===== src/rtl/led_act_pkg.sv =====
package led_act_pkg;

    localparam int NUM_LED = 5;
    localparam int NUM_SRC = 9;
    localparam int ADDR_W  = 3;
    localparam int SR_LEN  = 3;

    localparam int SRC_COL   = 0;
    localparam int SRC_FDX   = 1;
    localparam int SRC_LINK  = 2;
    localparam int SRC_MAGIC = 3;
    localparam int SRC_RCV   = 4;
    localparam int SRC_RCVM  = 5;
    localparam int SRC_XMT   = 6;
    localparam int SRC_SPD   = 7;
    localparam int SRC_PWR   = 8;

    typedef struct packed {
        logic               open_drain;
        logic               stretch;
        logic [NUM_SRC-1:0] src_en;
    } led_cfg_t;

    localparam int CFG_W = $bits(led_cfg_t);

    function automatic led_cfg_t reset_cfg(input int idx);
        led_cfg_t c;
        c.open_drain = 1'b1;
        c.stretch    = 1'b1;
        c.src_en     = '0;
        case (idx)
            0:       c.src_en[SRC_LINK] = 1'b1;
            1:       c.src_en[SRC_XMT]  = 1'b1;
            2:       c.src_en[SRC_RCV]  = 1'b1;
            3:       c.src_en[SRC_SPD]  = 1'b1;
            default: c.src_en[SRC_PWR]  = 1'b1;
        endcase
        return c;
    endfunction

endpackage


===== src/rtl/led_tick_gen.sv =====
module led_tick_gen #(
    parameter int DIV = 2_600_000
) (
    input  logic clk,
    input  logic rst_n,
    output logic tick_o
);
    localparam int CNT_W = (DIV > 2) ? $clog2(DIV) : 1;
    localparam logic [CNT_W-1:0] LAST = CNT_W'(DIV - 1);

    typedef struct packed {
        logic [CNT_W-1:0] cnt;
    } tick_st_t;

    tick_st_t st_d, st_q;

    assign tick_o = (st_q.cnt == LAST);

    always_comb begin
        st_d = st_q;
        if (tick_o) st_d.cnt = '0;
        else        st_d.cnt = st_q.cnt + 1'b1;
    end

    always_ff @(posedge clk or negedge rst_n) begin
        if (!rst_n) st_q <= '0;
        else        st_q <= st_d;
    end

    AST_TICK_GAP: assert property (@(posedge clk) disable iff (!rst_n)
        tick_o |=> !tick_o);
    AST_CNT_BOUND: assert property (@(posedge clk) disable iff (!rst_n)
        st_q.cnt <= LAST);

endmodule


===== src/rtl/led_cfg_bank.sv =====
module led_cfg_bank
    import led_act_pkg::*;
(
    input  logic                        clk,
    input  logic                        rst_n,
    input  logic                        wr_en_i,
    input  logic [ADDR_W-1:0]           addr_i,
    input  logic [CFG_W-1:0]            wr_data_i,
    output logic [CFG_W-1:0]            rd_data_o,
    output led_cfg_t [NUM_LED-1:0]      cfg_o
);
    led_cfg_t [NUM_LED-1:0] cfg_d, cfg_q;
    logic addr_ok;

    assign addr_ok = (32'(addr_i) < NUM_LED);

    always_comb begin
        cfg_d = cfg_q;
        if (wr_en_i && addr_ok) cfg_d[addr_i] = led_cfg_t'(wr_data_i);
    end

    always_ff @(posedge clk or negedge rst_n) begin
        if (!rst_n) begin
            for (int i = 0; i < NUM_LED; i++) cfg_q[i] <= reset_cfg(i);
        end else begin
            cfg_q <= cfg_d;
        end
    end

    assign rd_data_o = addr_ok ? CFG_W'(cfg_q[addr_i]) : '0;
    assign cfg_o     = cfg_q;

    AST_BAD_ADDR_KEEP: assert property (@(posedge clk) disable iff (!rst_n)
        (wr_en_i && !addr_ok) |=> $stable(cfg_q));
    AST_WRITE_LANDS: assert property (@(posedge clk) disable iff (!rst_n)
        (wr_en_i && addr_ok) |=> (rd_data_o == $past(wr_data_i) || addr_i != $past(addr_i)));

endmodule


===== src/rtl/led_stretch_chan.sv =====
module led_stretch_chan
    import led_act_pkg::*;
(
    input  logic               clk,
    input  logic               rst_n,
    input  logic               tick_i,
    input  logic [NUM_SRC-1:0] status_i,
    input  led_cfg_t           cfg_i,
    output logic               pin_o,
    output logic               pin_oe_o
);
    typedef struct packed {
        logic [SR_LEN-1:0] sr;
        logic              pin;
        logic              oe;
    } chan_st_t;

    chan_st_t st_d, st_q;
    logic active;
    logic lit;

    assign active = |(status_i & cfg_i.src_en);

    always_comb begin
        st_d = st_q;
        if (active)      st_d.sr = '1;
        else if (tick_i) st_d.sr = {st_q.sr[SR_LEN-2:0], 1'b0};
        lit = cfg_i.stretch ? st_d.sr[SR_LEN-1] : active;
        if (cfg_i.open_drain) begin
            st_d.pin = 1'b0;
            st_d.oe  = lit;
        end else begin
            st_d.pin = lit;
            st_d.oe  = 1'b1;
        end
    end

    always_ff @(posedge clk or negedge rst_n) begin
        if (!rst_n) st_q <= '0;
        else        st_q <= st_d;
    end

    assign pin_o    = st_q.pin;
    assign pin_oe_o = st_q.oe;

    AST_FORCE_FULL: assert property (@(posedge clk) disable iff (!rst_n)
        active |=> (st_q.sr == '1));
    AST_HOLD_IDLE: assert property (@(posedge clk) disable iff (!rst_n)
        (!active && !tick_i) |=> $stable(st_q.sr));
    AST_THERMO: assert property (@(posedge clk) disable iff (!rst_n)
        (((st_q.sr << 1) & ~st_q.sr) == '0));
    AST_BYPASS: assert property (@(posedge clk) disable iff (!rst_n)
        (!cfg_i.stretch && !cfg_i.open_drain) |=> (pin_o == $past(active)));
    AST_OD_DRIVE: assert property (@(posedge clk) disable iff (!rst_n)
        cfg_i.open_drain |=> !pin_o);
    AST_PP_OE: assert property (@(posedge clk) disable iff (!rst_n)
        !cfg_i.open_drain |=> pin_oe_o);

endmodule


===== src/rtl/led_activity_driver.sv =====
module led_activity_driver
    import led_act_pkg::*;
#(
    parameter int TICK_CYCLES = 2_600_000
) (
    input  logic                     clk,
    input  logic                     rst_n,
    input  logic                     wr_en_i,
    input  logic [ADDR_W-1:0]        addr_i,
    input  logic [CFG_W-1:0]         wr_data_i,
    output logic [CFG_W-1:0]         rd_data_o,
    input  logic [NUM_SRC-1:0]       status_i,
    output logic [NUM_LED-1:0]       led_o,
    output logic [NUM_LED-1:0]       led_oe_o
);
    logic                   tick;
    led_cfg_t [NUM_LED-1:0] cfg;

    led_tick_gen #(.DIV(TICK_CYCLES)) i_tick (
        .clk    (clk),
        .rst_n  (rst_n),
        .tick_o (tick)
    );

    led_cfg_bank i_bank (
        .clk       (clk),
        .rst_n     (rst_n),
        .wr_en_i   (wr_en_i),
        .addr_i    (addr_i),
        .wr_data_i (wr_data_i),
        .rd_data_o (rd_data_o),
        .cfg_o     (cfg)
    );

    for (genvar g = 0; g < NUM_LED; g++) begin : g_chan
        led_stretch_chan i_chan (
            .clk      (clk),
            .rst_n    (rst_n),
            .tick_i   (tick),
            .status_i (status_i),
            .cfg_i    (cfg[g]),
            .pin_o    (led_o[g]),
            .pin_oe_o (led_oe_o[g])
        );
    end

endmodule


===== config.mk =====
export PLATFORM = sky130hd
export DESIGN_NAME = led_activity_driver
export DESIGN_NICKNAME = d
export VERILOG_FILES = /design/src/rtl/led_act_pkg.sv /design/src/rtl/led_tick_gen.sv /design/src/rtl/led_cfg_bank.sv /design/src/rtl/led_stretch_chan.sv /design/src/rtl/led_activity_driver.sv
export SDC_FILE = /design/constraint.sdc
export NUM_CORES = 1
export LEC_CHECK = 0
export BUFFER_PORTS_ARGS = -buffer_cell sky130_fd_sc_hd__buf_2
export CAP_MARGIN = 20
export CORE_ASPECT_RATIO = 1.1
export CORE_MARGIN = 4
export CORE_UTILIZATION = 40
export CTS_CLUSTER_DIAMETER = 30
export DETAILED_ROUTE_END_ITERATION = 8
export PLACE_DENSITY = 0.67
export REMOVE_ABC_BUFFERS = 1
export SLEW_MARGIN = 20
export SYNTH_ARGS = -nofsm -noshare
export SYNTH_HDL_FRONTEND = slang
export SYNTH_SLANG_ARGS = --single-unit

===== constraint.sdc =====
create_clock -name clk -period 4.89 [get_ports clk]
set_clock_uncertainty 0.15 [all_clocks]
set_input_delay 0.978 -clock clk [delete_from_list [all_inputs] [get_ports clk]]
set_output_delay 0.978 -clock clk [all_outputs]
set_load 0.01 [all_outputs]

# After elaboration in Yosys (flattened, before gate mapping)
# Cells that the tools add are included.
# totals
register_bits	102
inputBits	26
# op_classes
addsub	1
order_cmp	3
eq_ne	1
n_mux	27
n_bitwise	5
reduce_logical	12
# op_table
cell	n
$bwmux 55	1
$and 9x9->9	5
$reduce_or 9->1	5
$bmux 11 s3	1
$demux 11 s3	1
$mux 11	3
$mux 3	10
$add 22x1->22 const B	1
$eq 22x22->1 const B	1
$mux 22	1
$mux 2	5
$reduce_bool 2->1	5
$mux 1	5
$lt 3x4->1 const B	1
$ge 3x1->1 const B	1
$lt 3x3->1 const B	1
$logic_and 1x1->1	2

# Logic depth before layout (Yosys ltp)
# Gate-level depths: netlist of the first run.
# depth
ltp_word	5
ltp_mapped	7

# By module
# A second synthesis of the first run with hierarchy kept.
# unflattened
hier_cells	385
hier_area_um2	5004.8
# by_module_without_submodules
mod	n_inst	cells_per_inst	area_per_inst_um2	seq_area_each_um2
led_cfg_bank	1	180	2678.8	1395.1
led_stretch_chan	5	20	250.2	125.1
led_tick_gen	1	105	1074.8	550.5

# Worst setup path before layout of the first run
# OpenSTA, ideal clock, no wires.
# synth_timing
path_kind	input-to-output
startpoint	in addr_i[2]
endpoint	out rd_data_o[1]
arrival_ps	2144
required_time_ps	3762
path_slack_ps	1618
stages	6
path_buffers	2
path_cell_list	clkbuf_1 -> buf_1 -> mux2i_1 -> nor2_1 -> a21oi_1 -> o22ai_1
# synth_via
elab_chain_cells	3
# synth_rtl
item	line	rtl
from (decl)	led_activity_driver.sv:9	input logic [ADDR_W-1:0] addr_i,
$bmux 11 s3	led_cfg_bank.sv:30	assign rd_data_o = addr_ok ? CFG_W'(cfg_q[addr_i]) : '0;
$mux 11 (not written as such)	led_cfg_bank.sv:30	
$mux 11 (*)	led_cfg_bank.sv:30	
to (decl)	led_activity_driver.sv:11	output logic [CFG_W-1:0] rd_data_o,
# Every way passes the cells marked *; elsewhere a longest branch is shown, timed or not. The select of a mux whose other input is x is not followed.

# Worst setup path in the final report of the first run
# layout_timing
startpoint	in addr_i[0]
endpoint	out rd_data_o[5]
# Same word-level chain as after synthesis.

==> flow_metrics.tcl, run 1 <==
set metrics [dict create \
    cap_violations 0 \
    relSlewSlack_pct 26.9 \
    die_y_um 124 \
    dpl_cell_area_um2 5170 \
    wl_met1_um 4790 \
    antenna_found_initial 0 \
    synth_edf_count 0 \
    rsz0062_at_grt "false" \
    critPathCaptureType "output port" \
    met2_length_um 5980 \
    fin_crit_sh_pct 81.1 \
    tightest_slew_ns 1.09 \
    ff2ff_setup_slack_ns 2.44 \
    required_ns 3.76 \
    routed.top_layer "met4" \
    crit_type "input pin to output port" \
    crit_arrival_ns 2.84 \
    reg2regPathDepth 4 \
    post-route-cell-area_um2 5500 \
    hpwl_um 8130 \
    antenna_cells 0 \
    power.density_nw_per_um2 400 \
    ys_types 40 \
    finalCriticalPeriod_ns 3.97 \
    holdPathEnd "g_chan[4].i_chan.pin_oe_o" \
    numCtsBuffers 9 \
    drive_gt1_share_pct 29.5 \
    cts_buffer_depth 2 \
    cp-start-kind "input pin" \
    route.detailed.drc 0 \
    dp.cells 603 \
    max_freq_mhz 252 \
    setup-tns-final_ns 0 \
    ys.flop_type "dfrtp_1" \
    seq_area_frac_synth_pct 52.7 \
    hold_start "i_bank.cfg_o[54]" \
    p_leak_nw 2.27 \
    worst_hold_path_type "register to register" \
    ant_nets 0 \
    dr.pass1.iters 6 \
    synth_cells 432 \
    root_buffer "clkbuf_16" \
    cts_resized 0 \
    cts_sinks 102 \
    r2r-start "i_tick.st_q[9]" \
    peakVddDrop_mv 0.192 \
    synth_seq_cells 102 \
    cts_hold_buf 0 \
    slew_viol_final 0 \
    clock_latency_ns 0.34 \
    areaGrowthSynthToFinish_pct 12.6 \
    io_pins 47 \
    syn_avg_cell_area_um2 11.3 \
    start_util_pct 40.7 \
    wl_per_cell_um 18.9 \
    status "complete, no violations" \
    grt_max_degree 79 \
    grt_pass1_wl_um 19100 \
    drt-initial-drc-count 209 \
    numPortBuffers 46 \
    core_area_um2 12000 \
    timing.rr.end "g_chan[1].i_chan.st_q[3]" \
    post_cts_buffers 0 \
    viasPerCell 5.84 \
    grt_pass1_vias 3631 \
    fin_nets 487 \
    cts_tree "done" \
    dieArea_um2 14000 \
    finalNonFillerCells 619 \
    clkTransAtPathRegs_ns 0.07 \
    path_max_fanout 28 \
    p_total_mw 2.20 \
    htree_levels 3 \
    gp_congestion 0.848 \
    die_x_um 113 \
    syn_area_um2 4880 \
    whs_path_depth 1 \
    hold_viol 0 \
    gr-usage-all-layers_pct 17.3 \
    drt_wl_total_um 11700 \
    overflow 0 \
    finalSetupViolations 0 \
    yosys_warnings 0 \
    via_count 3613 \
    synthArstFlopShare_pct 100 \
    met3_length_um 781 \
    rows 42 \
]
per-layer routing:
| metal | track usage (%) | up-vias |
|---|---|---|
| met4 | 5.41 | 0 |
| li1 | - | 1639 |
| met1 | 21.8 | 1808 |
| met2 | 29.8 | 146 |
| met5 | 0 | - |
| met3 | 4.03 | 20 |
cell usage after synthesis, types with 2 or more instances:
master    count  area, um^2
a222oi_1      5        50.1
dfstp_2      15         394
nor2_1       23        86.3
a31oi_1       5        31.3
inv_1         2        7.51
a21o_1        5        37.5
o21ai_1      10        50.1
nor2b_1       3        18.8
buf_1         3        11.3
mux2_2       55         619
dfrtp_1      87        2180
and4_1        2        17.5
o21ai_0      10        50.1
a22oi_1      10        75.1
a21oi_1      13        65.1
xor2_1       11        96.3
a221oi_1      5        43.8
xnor2_1       4        35.0
nor4_1        2        12.5
nand2_1      19        71.3
nor3_1        8        40.0
nor4b_1       2        17.5
buf_4        10        75.1
nand4_1      12        75.1
or4b_1        2        20.0
mux2i_1      25         250
nand3_1      38         190
and3_1        5        31.3
or3_1         3        18.8
o22ai_1      11        68.8
clkbuf_1     18        67.6
layout by cell type (no fill, tap or decap), types with 4 or more instances in the layout:
master     synthesis  layout
dfrtp_1           87      87
nand3_1           38      38
a221oi_1           5       5
nor3_1             8       8
o21ai_1           10      10
mux2i_1           25      25
a21o_1             5       5
nand4_1           12      12
a21oi_1           13      13
clkbuf_16          0       9
xnor2_1            4       4
a222oi_1           5       5
mux2_2            55      55
a22oi_1           10      10
buf_2              1      45
o22ai_1           11      11
o21ai_0           10      10
buf_4             10       5
nand2_1           19      19
nor2_1            23      23
and3_1             5       5
dfstp_2           15      15
a31oi_1            5       5
xor2_1            11      11
power breakdown:
group	internal [mW]	total (mW)	switching, mW
clock network	0.453	0.772	0.319
registers	0.980	1.09	0.106
logic	0.172	0.340	0.168
total	1.61	2.20	0.593
kinds of logic after synthesis:
| logic type | after synthesis | share of synthesized area (%) |
|---|---|---|
| compound gates | 74 | 9.66 |
| xor+xnor | 15 | 2.69 |
| fa+ha+maj | 1 | 0.256 |
| buf+inv | 35 | 3.64 |
| flops | 102 | 52.7 |
| mux | 80 | 17.8 |
| simple gates | 125 | 13.3 |
worst max-delay path: stages:
cell	delay, ns
buf_2	0.50
nor2b_1	0.81
a21oi_1	0.18
o22ai_1	0.19
buf_2	0.17
area by class of cell:
| type | count | area, um^2 |
|---|---|---|
| Clock buffer | 10 | 229 |
| Multi-Input combinational cell | 295 | 2140 |
| Tap cell | 154 | 193 |
| Timing Repair Buffer | 50 | 263 |
| Clock inverter | 6 | 93.8 |
| Inverter | 2 | 7.51 |
| Sequential cell | 102 | 2570 |
| Fill cell | 1148 | 6490 |
stage by stage:
stage                     hold slack [ns]  setup WS, ns  util (%)
after floorplan                     0.295          1.80         -
after global placement              0.321          1.10      43.2
after detailed placement            0.319         0.964      43.2
after CTS                           0.336         0.972      45.9
after global routing                0.356         0.831      45.9
final                               0.332         0.924      45.9
registers in the layout, indices dropped and copies added, names as in the netlist:
register and flops:
i_bank.cfg_o 55, i_tick.st_q 22, g_chan.i_chan.st_q 15, g_chan.i_chan.pin_o 5, g_chan.i_chan.pin_oe_o 5
worst max-delay path by stage:
| stage | from | to | slack [ns] | cells after the start |
|---|---|---|---|---|
| 2_1_floorplan | i_tick.st_q[0] | i_tick.st_q[10] | 1.80 | 5 |
| 3_3_place_gp | addr_i[0] | rd_data_o[10] | 1.10 | 5 |
| 3_5_place_dp | addr_i[0] | rd_data_o[5] | 0.96 | 5 |
| 4_1_cts | addr_i[0] | rd_data_o[5] | 0.97 | 5 |
| 5_1_grt | addr_i[0] | rd_data_o[5] | 0.83 | 5 |
| 6_report | addr_i[0] | rd_data_o[5] | 0.92 | 5 |
Power figures use the tool's default switching activity.
==> run 2: changes to the inputs <==
- ABC_AREA: default -> 1
- PLACE_DENSITY: 0.67 -> 0.69
- clock period: 4.89 -> 3.5 ns (I/O delays scaled with it)
==> run 2 against run 1 <==
Compared with the run above: combinational power rose by 16%; highest routed layer unchanged; critical path depth rose by 1; cell count rose by 30%; die area rose by 0.74%; critical path type unchanged; power rose by 28%.
==> flow_metrics.tcl, run 2 <==
set metrics [dict create \
    cts_hold_buf 0 \
    fin_crit_sh_pct 79.4 \
    core_area_um2 12000 \
    critPathBufInv 3 \
    overflow 0 \
    met2_length_um 6120 \
    dr.pass1.iters 5 \
    viasPerCell 5.18 \
    tightest_slew_ns 0.825 \
    gp_congestion 0.855 \
    cts_buffer_depth 2 \
    synth_seq_cells 102 \
    cts_sinks 102 \
    cap_violations 0 \
    slew_viol_final 0 \
    critPathCaptureType "output port" \
    largest_register_ffs 55 \
    dieArea_um2 14100 \
    cpPeakStageDelay_ns 0.54 \
    grt_max_degree 60 \
    via_count 4151 \
    p_leak_nw 2.67 \
    die_y_um 124 \
    mostFrequentLayoutCells "nand2_1 (209), dfrtp_1 (87), inv_1 (64), o21ai_0 (64), buf_2 (45)" \
    yosys.area.top_type "dfrtp_1" \
    io_pins 47 \
    clock_latency_ns 0.35 \
    critPathTopFamily "simple AND/OR/NAND/NOR gates" \
    seq_area_frac_synth_pct 52.3 \
    post-route-cell-area_um2 5510 \
    relSlewSlack_pct 44.9 \
    peakVddDrop_mv 0.369 \
    drt_wl_total_um 12400 \
    wl_per_cell_um 15.4 \
    grt_pass1_vias 4395 \
    cts_tree "done" \
    syn_area_um2 4920 \
    status "complete, no violations" \
    crit_type "input pin to output port" \
    cts_resized 0 \
    grt_pass1_wl_um 21100 \
    power.density_nw_per_um2 510 \
    antenna_found_initial 0 \
    ant_nets 0 \
    yosys.cell_count.top_type "nand2_1" \
    clkTransAtPathRegs_ns 0.06 \
    yosysTopAreaCellShare_pct 44.3 \
    cp-start-kind "input pin" \
    rows 42 \
    root_buffer "clkbuf_16" \
    ys_types 35 \
    setup-tns-final_ns 0 \
    holdWs_ns 0.199 \
    post_cts_buffers 0 \
    synth_cells 609 \
    max_freq_mhz 360 \
    crit_top_cell "buf_2" \
    worst_hold_path_type "input pin to asynchronous set/reset pin" \
    drt-initial-drc-count 261 \
    required_ns 2.65 \
    met3_length_um 753 \
    drive_gt1_share_pct 15.0 \
    gr-usage-all-layers_pct 18.7 \
    rsz0062_at_grt "false" \
    fin_nets 670 \
    ys.flop_type "dfrtp_1" \
    htree_levels 3 \
    cp_cell_sequence "buf_2 -> inv_1 -> and3_1 -> a22oi_1 -> o2111ai_1 -> buf_2" \
    synth_edf_count 0 \
    wl_met1_um 5170 \
    hpwl_um 8710 \
    antenna_cells 0 \
    finalSetupViolations 0 \
    route.detailed.drc 0 \
    final_common_cell "nand2_1" \
    ys_top_cells_by_count "nand2_1 (209), dfrtp_1 (87), inv_1 (64), o21ai_0 (64), nand3_1 (35)" \
    synthArstFlopShare_pct 100 \
    numCtsBuffers 9 \
    syn_avg_cell_area_um2 8.08 \
    hold_viol 0 \
    finalCriticalPeriod_ns 2.78 \
    path_max_fanout 12 \
    crit_slowest_cell "and3_1" \
    routed.top_layer "met4" \
    dpl_cell_area_um2 5240 \
    crit_arrival_ns 1.93 \
    numPortBuffers 46 \
    synth_area_leaders "dfrtp_1 (44%), nand2_1 (16%), dfstp_2 (8.0%)" \
    fin_util_pct 45.8 \
    start_util_pct 40.9 \
    areaGrowthSynthToFinish_pct 12.1 \
    p_total_mw 2.81 \
    die_x_um 114 \
    yosys_warnings 0 \
]
[run 2: changes by cell type after synthesis, sizes merged, moves of 6 or more]
cell | before | now
nor3 | 8 | 15
nor2 | 23 | 37
xor2 | 11 | 5
a21oi | 13 | 2
inv | 2 | 64
nand2 | 19 | 211
mux2 | 55 | 0
o22ai | 11 | 0
mux2i | 25 | 0
nand4 | 12 | 19
o21ai | 20 | 65
[run 2: final cells by class]
class	instances	area [um^2]
Clock inverter	4	31.3
Timing Repair Buffer	49	268
Clock buffer	12	246
Inverter	65	244
Fill cell	1147	6520
Sequential cell	102	2570
Tap cell	154	193
Multi-Input combinational cell	416	1960
[run 2: kinds of logic after synthesis]
group	synth area share [%]
AOI/OAI and AO/OA	10.2
DFF	52.3
adders and majority gates	0.254
buffers and inverters	7.91
and+or+nand+nor	28.5
xor gates and xnor gates	0.890
[run 2: power by group]
group          switching (mW)  internal [mW]
registers               0.119           1.35
logic                   0.247          0.147
clock network           0.443          0.508
[run 2: path summary, 6_finish.rpt]
check                            startpoint                         to  slack, ns  cells past startpoint
max reg2reg                  i_tick.st_q[0]             i_tick.st_q[0]       1.24                      7
min reg2reg                i_bank.cfg_o[10]  g_chan[0].i_chan.pin_oe_o       0.33                      1
max in group asynchronous             rst_n           i_bank.cfg_o[42]       2.26                      2
min in group clk           i_bank.cfg_o[10]  g_chan[0].i_chan.pin_oe_o       0.33                      1
min                                   rst_n            i_tick.st_q[13]       0.20                      1
max                               addr_i[2]               rd_data_o[9]       0.72                      6
[run 2: routing by layer]
metal	track usage [%]	vias to the layer above
li1	-	2033
met1	22.9	1950
met2	30.7	141
met3	4.86	27
met4	8.20	0
met5	0	-
[run 2: through the flow]
| stage | setup slack (ns) | instances |
|---|---|---|
| finish | 0.720 | 802 |
| global route | 0.581 | 802 |
| CTS | 0.745 | 802 |
| detailed placement | 0.739 | 786 |
| global placement | 0.779 | 786 |
| floorplan | 0.917 | 583 |
==> run 3: changes to the inputs <==
- ABC_AREA: 1 -> 0
- PLACE_DENSITY: 0.69 -> 0.67
- clock period: 3.5 -> 2.75 ns (I/O delays scaled with it)
==> run 3 against run 2 <==
Compared with the run above: via count fell by 12%; cell count fell by 21%; wire length fell by 7.0%; sequential power rose by 32%; register-to-register slack got worse by 0.88 ns; sequential share of layout area fell by 0.52 points; flip-flop and latch count did not move; power rose by 36%; clock-buffer cell count did not move; first-iteration DRC count fell by 31%; combinational power rose by 59%; critical path type unchanged.
==> flow_metrics.tcl, run 3 (same netlist as run 1, synthesis figures left out) <==
set metrics [dict create \
    viasPerCell 5.79 \
    antenna_found_initial 0 \
    die_y_um 124 \
    ff2ff_setup_slack_ns 0.36 \
    start_util_pct 40.7 \
    drt-initial-drc-count 180 \
    antenna_cells 0 \
    finalCriticalPeriod_ns 2.60 \
    wl_per_cell_um 18.2 \
    dr.pass1.iters 5 \
    final_common_cell "dfrtp_1" \
    route.detailed.drc 0 \
    p_total_mw 3.81 \
    clock_latency_ns 0.36 \
    critPathTopFamily "simple AND/OR/NAND/NOR gates" \
    cts_buffer_depth 2 \
    cts_resized 0 \
    slew_viol_final 0 \
    gr-usage-all-layers_pct 17.6 \
    fin_ws_ns 0.151 \
    cts_hold_buf 1 \
    numPortBuffers 46 \
    areaGrowthSynthToFinish_pct 14.2 \
    fin_nets 500 \
    crit_slowest_cell "nor2b_1" \
    cp-start-kind "input pin" \
    cp_cell_sequence "buf_2 -> nor2b_1 -> a21oi_1 -> o22ai_1 -> buf_2" \
    grt_pass1_vias 3776 \
    hpwl_um 8270 \
    largest_register_ffs 55 \
    htree_levels 3 \
    clkTransAtPathRegs_ns 0.07 \
    grt_pass1_wl_um 19400 \
    io_pins 47 \
    gp_congestion 0.863 \
    hold_start "wr_data_i[8]" \
    rows 42 \
    power.density_nw_per_um2 684 \
    peakVddDrop_mv 0.409 \
    via_count 3662 \
    critPathCaptureType "output port" \
    mostFrequentLayoutCells "dfrtp_1 (87), mux2_2 (55), buf_2 (45), nand3_1 (38), mux2i_1 (25)" \
    overflow 0 \
    ant_nets 0 \
    drive_gt1_share_pct 31.0 \
    max_freq_mhz 385 \
    tightest_slew_ns 0.889 \
    die_x_um 113 \
    status "complete, no violations" \
    numCtsBuffers 9 \
    rsz0062_at_grt "false" \
    crit_type "input pin to output port" \
    finalSetupViolations 0 \
    dpl_cell_area_um2 5280 \
    core_area_um2 12000 \
    crit_arrival_ns 1.90 \
    whs_path_depth 2 \
    post-route-cell-area_um2 5580 \
    drt_wl_total_um 11500 \
    holdPathEnd "i_bank.cfg_o[41]" \
    r2r-start "i_tick.st_q[9]" \
    root_buffer "clkbuf_16" \
    dieArea_um2 14000 \
    worst_hold_path_type "input pin to register" \
    relSlewSlack_pct 40.6 \
    crit_top_cell "buf_2" \
    holdWs_ns 0.329 \
    pre_cts_slack_ns 0.204 \
    path_max_fanout 11 \
    grt_max_degree 41 \
    reg2regPathDepth 4 \
    cts_sinks 102 \
    cap_violations 0 \
    cpPeakStageDelay_ns 0.70 \
    cts_tree "done" \
    post_cts_buffers 0 \
    p_leak_nw 2.33 \
    fin_crit_sh_pct 94.5 \
    timing.rr.end "g_chan[4].i_chan.st_q[3]" \
    critPathBufInv 2 \
    hold_viol 0 \
    required_ns 2.05 \
]
-- run 3: cell types whose count changed in the layout (fill, tap and decap cells not counted), sizes merged, moves of 13 or more --
cell | before | now
buf | 49 | 62
nand2 | 211 | 19
mux2 | 0 | 55
nor2 | 37 | 23
o21ai | 65 | 20
mux2i | 0 | 25
inv | 66 | 6
-- run 3: worst register-to-register path, stage by stage, from the launching register on --
cell	delay, ns
dfrtp_1	0.42
or4b_1	0.51
or4b_1	0.79
o21ai_0	0.30
nand3_1	0.10
-- run 3: power by group --
group	switching, mW	internal [mW]
logic	0.300	0.327
registers	0.187	1.74
clock network	0.574	0.680
total	1.06	2.75
-- run 3: through the flow --
step / instances / setup TNS (ns) / utilization (%)
final: 632 / 0 / 46.5
after global routing: 632 / 0 / 46.5
after CTS: 632 / 0 / 46.5
after detailed placement: 615 / 0 / 44.0
after global placement: 615 / 0 / 44.0
after floorplan: 399 / -6.23 / -
-- run 3: cell type report --
class | instances | area (um^2)
clock buffers | 12 | 258
repair buffers | 63 | 375
flip-flops and latches | 102 | 2570
well taps | 154 | 193
fillers | 1109 | 6410
inverters | 2 | 7.51
multi-input cells | 295 | 2140
clock inverters | 4 | 32.5
-- run 3: routing by layer --
| metal | track usage, % | share of wire, % |
|---|---|---|
| met1 | 22.0 | 42 |
| met3 | 5.10 | 6.1 |
| met5 | 0 | 0 |
| met4 | 5.86 | 2.0 |
| met2 | 29.3 | 50 |
-- run 3: worst max path at each step --
stage / from / endpoint / depth (start not counted)
after detailed placement: addr_i[0] / rd_data_o[0] / 5
after floorplan: i_tick.st_q[0] / i_tick.st_q[10] / 5
after CTS: addr_i[0] / rd_data_o[0] / 5
after global placement: addr_i[0] / rd_data_o[10] / 5
after global routing: addr_i[2] / rd_data_o[3] / 5
final: addr_i[0] / rd_data_o[0] / 5
